`src/rtl/gpio_dp_pkg.sv`:
```
package gpio_dp_pkg;
  localparam int unsigned PINS      = 8;
  localparam int unsigned ADDR_W    = 10;
  localparam int unsigned MASK_LSB  = 2;
  localparam int unsigned RDATA_W   = 32;
  localparam int unsigned SYNC_LEN  = 2;

  typedef logic [PINS-1:0] pin_vec_t;

  typedef enum logic {
    ACC_READ  = 1'b0,
    ACC_WRITE = 1'b1
  } acc_kind_e;
endpackage

```
`src/rtl/gpio_dp_sync.sv`:
```
module gpio_dp_sync #(
  parameter int unsigned WIDTH  = 8,
  parameter int unsigned STAGES = 2
) (
  input  logic             clk,
  input  logic             rst_n,
  input  logic [WIDTH-1:0] async_in,
  output logic [WIDTH-1:0] sync_out
);
  // One chain of STAGES flops per pin
  for (genvar p = 0; p < WIDTH; p++) begin : g_pin
    logic [STAGES-1:0] chain;
    always_ff @(posedge clk) begin
      if (!rst_n) chain <= '0;
      else        chain <= {chain[STAGES-2:0], async_in[p]};
    end
    assign sync_out[p] = chain[STAGES-1];
  end
endmodule

```
`src/rtl/gpio_dp_mask_decode.sv`:
```
module gpio_dp_mask_decode #(
  parameter int unsigned ADDR_W   = 10,
  parameter int unsigned MASK_LSB = 2,
  parameter int unsigned PINS     = 8
) (
  input  logic [ADDR_W-1:0] addr,
  output logic [PINS-1:0]   mask
);
  localparam int unsigned MASK_MSB = MASK_LSB + PINS - 1;

  // Low byte-offset bits carry no meaning for the port
  logic unused_low;
  assign unused_low = ^addr[MASK_LSB-1:0];

  for (genvar k = 0; k < PINS; k++) begin : g_bit
    assign mask[k] = addr[MASK_LSB + k];
  end

  if (MASK_MSB + 1 < ADDR_W) begin : g_high
    logic unused_high;
    assign unused_high = ^addr[ADDR_W-1:MASK_MSB+1];
  end
endmodule

```
`src/rtl/gpio_dp_out_reg.sv`:
```
module gpio_dp_out_reg #(
  parameter int unsigned PINS = 8
) (
  input  logic            clk,
  input  logic            rst_n,
  input  logic            wr_en,
  input  logic [PINS-1:0] wr_mask,
  input  logic [PINS-1:0] wr_data,
  output logic [PINS-1:0] q
);
  for (genvar k = 0; k < PINS; k++) begin : g_bit
    always_ff @(posedge clk) begin
      if (!rst_n)                   q[k] <= 1'b0;
      else if (wr_en && wr_mask[k]) q[k] <= wr_data[k];
    end
  end
endmodule

```
`src/rtl/gpio_dp_rsp.sv`:
```
module gpio_dp_rsp #(
  parameter int unsigned PINS    = 8,
  parameter int unsigned RDATA_W = 32
) (
  input  logic               clk,
  input  logic               rst_n,
  input  logic               load,
  input  logic [PINS-1:0]    load_data,
  output logic               rsp_valid,
  input  logic               rsp_ready,
  output logic [RDATA_W-1:0] rsp_rdata,
  output logic               can_accept
);
  localparam int unsigned PAD_W = RDATA_W - PINS;

  assign can_accept = !rsp_valid || rsp_ready;

  always_ff @(posedge clk) begin
    if (!rst_n) begin
      rsp_valid <= 1'b0;
      rsp_rdata <= '0;
    end else if (load) begin
      rsp_valid <= 1'b1;
      rsp_rdata <= {{PAD_W{1'b0}}, load_data};
    end else if (rsp_ready) begin
      rsp_valid <= 1'b0;
    end
  end
endmodule

```
`src/rtl/gpio_masked_data_port.sv`:
```
module gpio_masked_data_port
  import gpio_dp_pkg::*;
#(
  parameter int unsigned P_PINS     = PINS,
  parameter int unsigned P_ADDR_W   = ADDR_W,
  parameter int unsigned P_MASK_LSB = MASK_LSB,
  parameter int unsigned P_RDATA_W  = RDATA_W,
  parameter int unsigned P_SYNC     = SYNC_LEN
) (
  input  logic                 clk,
  input  logic                 rst_n,
  input  logic                 req_valid,
  output logic                 req_ready,
  input  logic                 req_write,
  input  logic [P_ADDR_W-1:0]  req_addr,
  input  logic [P_PINS-1:0]    req_wdata,
  input  logic [P_PINS-1:0]    pin_dir,
  input  logic [P_PINS-1:0]    pad_in,
  output logic [P_PINS-1:0]    pin_out,
  output logic                 rsp_valid,
  input  logic                 rsp_ready,
  output logic [P_RDATA_W-1:0] rsp_rdata
);
  logic [P_PINS-1:0] acc_mask;
  logic [P_PINS-1:0] pad_sync;
  logic [P_PINS-1:0] pin_level;
  logic              accept;
  logic              wr_fire;
  logic              rd_fire;
  acc_kind_e         kind;

  assign kind    = acc_kind_e'(req_write);
  assign accept  = req_valid && req_ready;
  assign wr_fire = accept && (kind == ACC_WRITE);
  assign rd_fire = accept && (kind == ACC_READ);

  gpio_dp_mask_decode #(
    .ADDR_W(P_ADDR_W), .MASK_LSB(P_MASK_LSB), .PINS(P_PINS)
  ) u_dec (
    .addr(req_addr),
    .mask(acc_mask)
  );

  gpio_dp_sync #(
    .WIDTH(P_PINS), .STAGES(P_SYNC)
  ) u_sync (
    .clk(clk), .rst_n(rst_n),
    .async_in(pad_in),
    .sync_out(pad_sync)
  );

  gpio_dp_out_reg #(
    .PINS(P_PINS)
  ) u_out (
    .clk(clk), .rst_n(rst_n),
    .wr_en(wr_fire),
    .wr_mask(acc_mask),
    .wr_data(req_wdata),
    .q(pin_out)
  );

  // Per-pin source select: driven register for outputs, pad for inputs
  for (genvar k = 0; k < P_PINS; k++) begin : g_lvl
    assign pin_level[k] = pin_dir[k] ? pin_out[k] : pad_sync[k];
  end

  gpio_dp_rsp #(
    .PINS(P_PINS), .RDATA_W(P_RDATA_W)
  ) u_rsp (
    .clk(clk), .rst_n(rst_n),
    .load(rd_fire),
    .load_data(pin_level & acc_mask),
    .rsp_valid(rsp_valid),
    .rsp_ready(rsp_ready),
    .rsp_rdata(rsp_rdata),
    .can_accept(req_ready)
  );
endmodule

```
`config.mk`:
```
export PLATFORM = sky130hd
export DESIGN_NAME = gpio_masked_data_port
export DESIGN_NICKNAME = d
export VERILOG_FILES = /design/src/rtl/gpio_dp_pkg.sv /design/src/rtl/gpio_dp_sync.sv /design/src/rtl/gpio_dp_mask_decode.sv /design/src/rtl/gpio_dp_out_reg.sv /design/src/rtl/gpio_dp_rsp.sv /design/src/rtl/gpio_masked_data_port.sv
export SDC_FILE = /design/constraint.sdc
export NUM_CORES = 1
export LEC_CHECK = 0
export ABC_AREA = 1
export BUFFER_PORTS_ARGS = -buffer_cell sky130_fd_sc_hd__clkbuf_2
export CAP_MARGIN = 10
export CORE_MARGIN = 5
export CORE_UTILIZATION = 50
export CTS_BUF_LIST = sky130_fd_sc_hd__clkbuf_8
export DETAILED_ROUTE_END_ITERATION = 10
export GPL_TIMING_DRIVEN = 0
export MAX_ROUTING_LAYER = met4
export PLACE_DENSITY = 0.91
export SYNTH_ARGS = -nofsm -noshare
export SYNTH_HDL_FRONTEND = slang
export SYNTH_SLANG_ARGS = --single-unit
```
`constraint.sdc`:
```
create_clock -name clk -period 1.8 [get_ports clk]
set_input_delay 0.18 -clock clk [delete_from_list [all_inputs] [get_ports clk]]
set_output_delay 0.18 -clock clk [all_outputs]
set_load 0.01 [all_outputs]
```
==> results of run 1 <==
## worst min-delay path: cells and delay by family
kind	cells	cell delay (ns)
simple gates	1	0.04
buf+inv	2	0.11
## per-stage QoR
step	cell area [um^2]	utilization	hold WS [ns]	setup WS, ns	instances
floorplan	1618	-	0.2776	0.8120	237
global placement	1914	0.6375	0.3631	0.7491	321
detailed placement	1914	0.6375	0.3660	0.7343	321
CTS	2001	0.6663	0.07769	0.5199	328
global route	2001	0.6663	0.07641	0.4683	328
finish	2001	0.6663	0.08476	0.5355	328
## path summary, 6_finish.rpt
check,startpoint,end,slack (ns),cells after the start
worst min-delay path,pad_in[4],u_sync.g_pin[4].chain[0],0.08,3
worst max-delay path,u_rsp.rsp_valid,req_ready,0.54,3
worst min register to register,u_sync.g_pin[0].chain[0],u_sync.g_pin[0].chain[1],0.41,2
worst max register to register,u_rsp.rsp_valid,u_out.q[5],0.73,6
## registers in the layout, indices dropped and copies added (netlist names)
signal,flops
u_sync.g_pin.chain,16
u_rsp.rsp_rdata,8
u_out.q,8
u_rsp.rsp_valid,1
## final cells by class
class	count	share of cell area
tap	33	0.02064
timing repair buffer	51	0.1276
buffer	32	0.1182
sequential	33	0.3302
inverter	37	0.06942
multi-input combinational	135	0.2908
clock inverter	1	0.001876
clock buffer	6	0.04128
## layer usage
| layer | vias up | part of all wire | track usage |
|---|---|---|---|
| met5 | - | 0 | - |
| met1 | 553 | 0.40 | 0.1823 |
| met2 | 53 | 0.49 | 0.2668 |
| met4 | 0 | 0.023 | 0.09067 |
| li1 | 743 | - | - |
| met3 | 6 | 0.087 | 0.04786 |
## report_power, final
| part | switching, mW | leakage, nW | internal [mW] | total (mW) |
|---|---|---|---|---|
| logic | 0.141 | 0.947 | 0.126 | 0.266 |
| registers | 0.0156 | 0.272 | 0.770 | 0.786 |
| clock network | 0.236 | 0.0485 | 0.297 | 0.533 |
| total | 0.392 | 1.27 | 1.19 | 1.59 |
## cells in the final DEF (no fill, tap or decap)
master,synthesis,final
clkbuf_1,1,1
inv_1,37,38
nand3_1,1,1
dfxtp_1,33,33
nand2_1,61,61
a21oi_1,7,7
nand2_2,1,1
nor2_1,25,25
buf_4,26,26
buf_2,3,3
o21a_1,7,7
buf_6,2,2
nand3b_4,1,1
conb_1,1,24
clkbuf_2,0,51
nand4_1,8,8
clkbuf_8,0,6
## kinds of logic (layout without fill, tap and decap cells)
family	Yosys count	after routing	synth area share
compound gates	14	14	0.05719
buf+inv	69	127	0.2451
flops	33	33	0.4314
other cells	1	24	0.002449
simple gates	97	97	0.2639
==> metrics, run 1 <==
Tot Pwr=1.585 mW; maximum VDD drop=564.7 uV; RSZ-0062 raised after global routing=false; Synth top cells by count=61 x nand2_1, 37 x inv_1, 33 x dfxtp_1, 26 x buf_4, 25 x nor2_1; ys flop type=dfxtp_1; 1st-pass router iterations=4; FP Rows=20; post-detailed-routing wire length=between 3000 and 4000 um; core area=~0.0030 mm^2; worst path bufs/invs=2; max-cap violations=0; Seq cells post-synth=33; slowest stage delay, CP=between 0.3 and 0.4 ns; Critical Path Fanout Max=10; most frequent cell after synthesis=nand2_1; fin crit share=0.7025; delay-heaviest family, CP=buffers and inverters; area delta synth->final=30.64%; WL/cell=9.930 um; element type at the critical path end=output pin; DR iter-0 viols=46; worst clock skew=approximately 0.0044 ns; CP required=1.62 ns; # IOs=81; Bufs on Longest Clock Path=2; share of cells above drive strength 1=0.3051; clock root cell=clkbuf_8; clk slew on worst S/H paths=roughly 0.06 ns; final hold viol count=0; H-tree lvl count=2; Tot GR Track Use=0.1649; Initial Util=0.5100; Yosys cell types=15; status=completed; Final Max Slew Viols=0; Synth Cell Area=0.001531 mm^2; die area=0.004270 mm^2; top-area cell type share of the netlist area=0.4314; clock sink count=33; Via density=between 4 and 5; CTS Hold Bufs=0; Startpoint Class=flip-flop; worst hold path type=in -> reg; slowest stage cell on the critical path=dfxtp_1; Mapped Cells=approximately 210; Setup Crit Path Kind=reg -> out; Overflow after GRT=0; # port buffers=between 50 and 60; critical-path cell list=nand2_1, buf_4, clkbuf_2; vias in the first global route=between 1000 and 1500; Fillers=294; Async SR Flop Fraction=0; Seq/Total Area, Yosys=0.4314; final setup TNS=0 ns; Max Clock Freq=slightly below 800 MHz; routability congestion estimate=slightly below 0.8; CTS tree=yes; top area cells in the synthesized netlist=dfxtp_1 43%, nand2_1 15%, buf_4 13%, inv_1 9.1%, nor2_1 6.1%; Synth Warn #=0; drc violations=0; Die Y=between 60 and 70 um; diode count=0; Synth area leader=dfxtp_1; storage element area=~660 um^2; Avg Cell Area, Syn=between 7 and 8 um^2; via count=1355; Final HPWL DP=roughly 2600 um; PwrDens=between 700 and 800 mW/mm^2; initial antenna violation count=0; Post-CTS Setup Inserts=0; Arrival @ worst endpoint=~1.1 ns; Leak Pwr=1.268 nW; setup violators final=0; number of synthesized flops with an enable pin=0; min cycle time layout=1.264 ns; Routed Antenna Nets=0; final net count=between 300 and 400; Skew-Pair Late Insertion Delay=0.27 ns; first-pass GRT wire length=approximately 5200 um; die width=around 65 um; CTS Buf Count=5; area of the multi-input gates=between 500 and 600 um^2; largest net degree at the start of global routing=11; post_cts resized=0
(Power assumes the default switching activity.)
==> run 2, diff against run 1 <==
- ABC_AREA: 1 -> 0
- CORE_UTILIZATION: 50 -> 41
- PLACE_DENSITY: 0.91 -> 0.81
- clock period: 1.8 -> 1.1 ns (I/O delays scaled with it)
==> run 2 against run 1 <==
The flow now finishes with violations (setup timing). Wire length rose by 1.2%. Worst hold slack got worse by 0.045 ns. Die area rose by 11%. Combinational power rose by 40%. Power rose by 57%. Synthesized cell count fell by 37%.
==> metrics, run 2 <==
largest net degree at the start of global routing=11 (unchanged); Routed Antenna Nets=0 (unchanged); final setup TNS=-0.6748 ns (-0.6748 ns); core area=0.003363 mm^2 (+12%); number of synthesized flops with an enable pin=0 (unchanged); commonest cells after routing, fill and taps aside=52 x clkbuf_2, 32 x dfxtp_1, 27 x buf_4; PnR worst setup slack=-0.1014 ns (-0.6370 ns); slowest stage delay, CP=0.33 ns (about the same); Max Clock Freq=about 830 MHz; maximum VDD drop=847.0 uV (+50%); CP required=0.99 ns (-0.63 ns); Cell Count, Final, Fillers Out=267 (-19%); CTS Buf Count=5 (unchanged); vias in the first global route=1117 (-8.4%); critical-path cell list=nor2b_4, buf_8, inv_4, buf_6; violated checks=setup timing; fin crit share=1.092; ys flop type=dfxtp_1; Avg Cell Area, Syn=10.64 um^2 (+49%); via count=1083 (-20%); area delta synth->final=42.72%; clk slew on worst S/H paths=0.06 ns (about the same); Async SR Flop Fraction=0 (unchanged); Critical Path Fanout Max=5 (-5); Final Max Slew Viols=0 (unchanged); Startpoint Class=flip-flop; PwrDens=1222 mW/mm^2 (+54%); Least-Margin Pin Slew=approximately 0.6 ns; worst hold path type=in -> reg; DP Cell Count=256 (-20%); # IOs=81 (unchanged); Tot GR Track Use=0.1563 (-0.008634); Setup Crit Path Kind=reg -> out; Bufs on Longest Clock Path=2 (unchanged); RSZ-0062 raised after global routing=true; most frequent cell after synthesis=dfxtp_1; routability congestion estimate=0.7199 (-8.6%); Top Registers=u_sync.g_pin.chain x16, u_out.q x8, u_rsp.rsp_rdata x8; die area=0.004758 mm^2 (+11%); Seq cells post-synth=33 (unchanged); Via density=4.056 (-1.8%); status=finished with violations; Worst Reg2Reg Path Length in Cells=5 (-1); Hold Crit Depth=2 (-1); Die Y=68.98 um (+5.6%); final core utilization=0.6053 (-0.06097); clock root cell=clkbuf_8; CTS tree=yes; post-detailed-routing wire length=3297 um (+1.2%); Leak Pwr=1.003 nW (-21%); DR iter-0 viols=22 (-52%); Synth Cell Area=0.001426 mm^2 (-6.9%); WL/cell=12.35 um (+24%); H-tree lvl count=2 (unchanged); Slew headroom=0.5976; drc violations=0 (unchanged); top area cells in the synthesized netlist=dfxtp_1 46%, buf_4 13%, and2_1 7.0%, mux2_2 6.3%, a32o_1 5.6%; initial antenna violation count=0 (unchanged); min cycle time layout=roughly 1.2 ns; top-area cell type share of the netlist area=0.4632 (+0.03179); commonest non-fill, non-tap cell in the layout=clkbuf_2; clock sink count=33 (unchanged); Synth area leader=dfxtp_1; Overflow after GRT=0 (unchanged); CTS Hold Bufs=0 (unchanged); Fillers=320 (+8.8%); 1st-pass router iterations=4 (unchanged); diode count=0 (unchanged); worst clock skew=0.001696 ns (-0.002695 ns); first-pass GRT wire length=5099 um (-1.7%); Final HPWL DP=2470 um (-3.4%); die width=68.98 um (+5.6%); setup violators final=17 (+17); Initial Util=0.4241 (-0.08589); element type at the critical path end=output pin; Skew-Pair Late Insertion Delay=0.27 ns (about the same); final net count=260 (-22%); pre-CTS WS=-0.1058 ns (-0.8401 ns); Tot Pwr=2.487 mW (+57%); Yosys cell types=18 (+3); Mapped Cells=134 (-37%); Arrival @ worst endpoint=1.09 ns (about the same); slowest stage cell on the critical path=dfxtp_2; final hold viol count=0 (unchanged); # port buffers=53 (+3.9%); Biggest register=u_sync.g_pin.chain; max-cap violations=0 (unchanged); R2R setup slack=-0.07 ns (-0.80 ns); Seq/Total Area, Yosys=0.4632 (+0.03179); Synth top cells by count=33 x dfxtp_1, 25 x buf_4, 17 x nand2_1, 16 x and2_1; FP Rows=21 (+5.0%); Synth Warn #=0 (unchanged); max reg flops=16 (unchanged); share of cells above drive strength 1=0.4932 (+0.1881)
[run 2: cell count changes after synthesis, sizes merged, moves of 9 or more]
cell	change
and2	+16
nor2	-25
nor3b	+9
nand2	-45
inv	-36
[run 2: final timing paths]
| path | from | to |
|---|---|---|
| hold reg to reg | u_sync.g_pin[3].chain[0] | u_sync.g_pin[3].chain[1] |
| setup / recovery | u_rsp.rsp_valid | req_ready |
| setup reg to reg | u_rsp.rsp_valid | u_out.q[5] |
| hold / removal | pad_in[5] | u_sync.g_pin[5].chain[0] |
[run 2: kinds of logic after synthesis]
family                 after synthesis  synth area share
flip-flops                          33            0.4632
buffers and inverters               30            0.1535
multiplexers                        16            0.1193
other                                1          0.002629
AO/OA/AOI/OAI                       10           0.07193
AND/OR/NAND/NOR                     44            0.1895
[run 2: routing by layer]
layer / up-vias / global-route usage / routed length, um
met5: - / - / 0
met4: 0 / 0.03650 / 10
met3: 2 / 0.06159 / 197
met2: 47 / 0.2607 / 1702
met1: 458 / 0.1759 / 1386
li1: 576 / - / -
[run 2: repair_timing]
action,4_1_cts,5_1_grt
setup endpoints to repair,17,17
buffers inserted,2,1
gates cloned,1,0
pin swaps,6,1
resized for setup,8,7
[run 2: final cells by class]
cell class                 count  area, um^2  area share
buffer                        29       215.2      0.1057
tap                           46       57.56     0.02827
multi-input combinational     94       683.2      0.3356
sequential                    33       661.9      0.3251
clock inverter                 1       3.754    0.001844
clock buffer                   6       82.58     0.04057
timing repair buffer          57       325.3      0.1598
inverter                       1       6.256    0.003073
[run 2: metrics by stage]
step | hold slack (ns) | cell area, um^2
2_1_floorplan | 0.2373 | 1514
3_3_place_gp | 0.3145 | 1837
3_5_place_dp | 0.3194 | 1837
4_1_cts | 0.03502 | 2008
5_1_grt | 0.02824 | 2036
6_report | 0.03963 | 2036
[run 2: critical path: cells and delay by family, from the launching register on]
kind / cells / cell delay [ns]
and+or+nand+nor: 1 / 0.21
DFF: 1 / 0.33
buffers and inverters: 3 / 0.29
[run 2: power breakdown]
group	total [mW]	internal [mW]	switching (mW)
Clock	0.862	0.486	0.376
Combinational	0.373	0.203	0.169
Sequential	1.25	1.24	0.0149
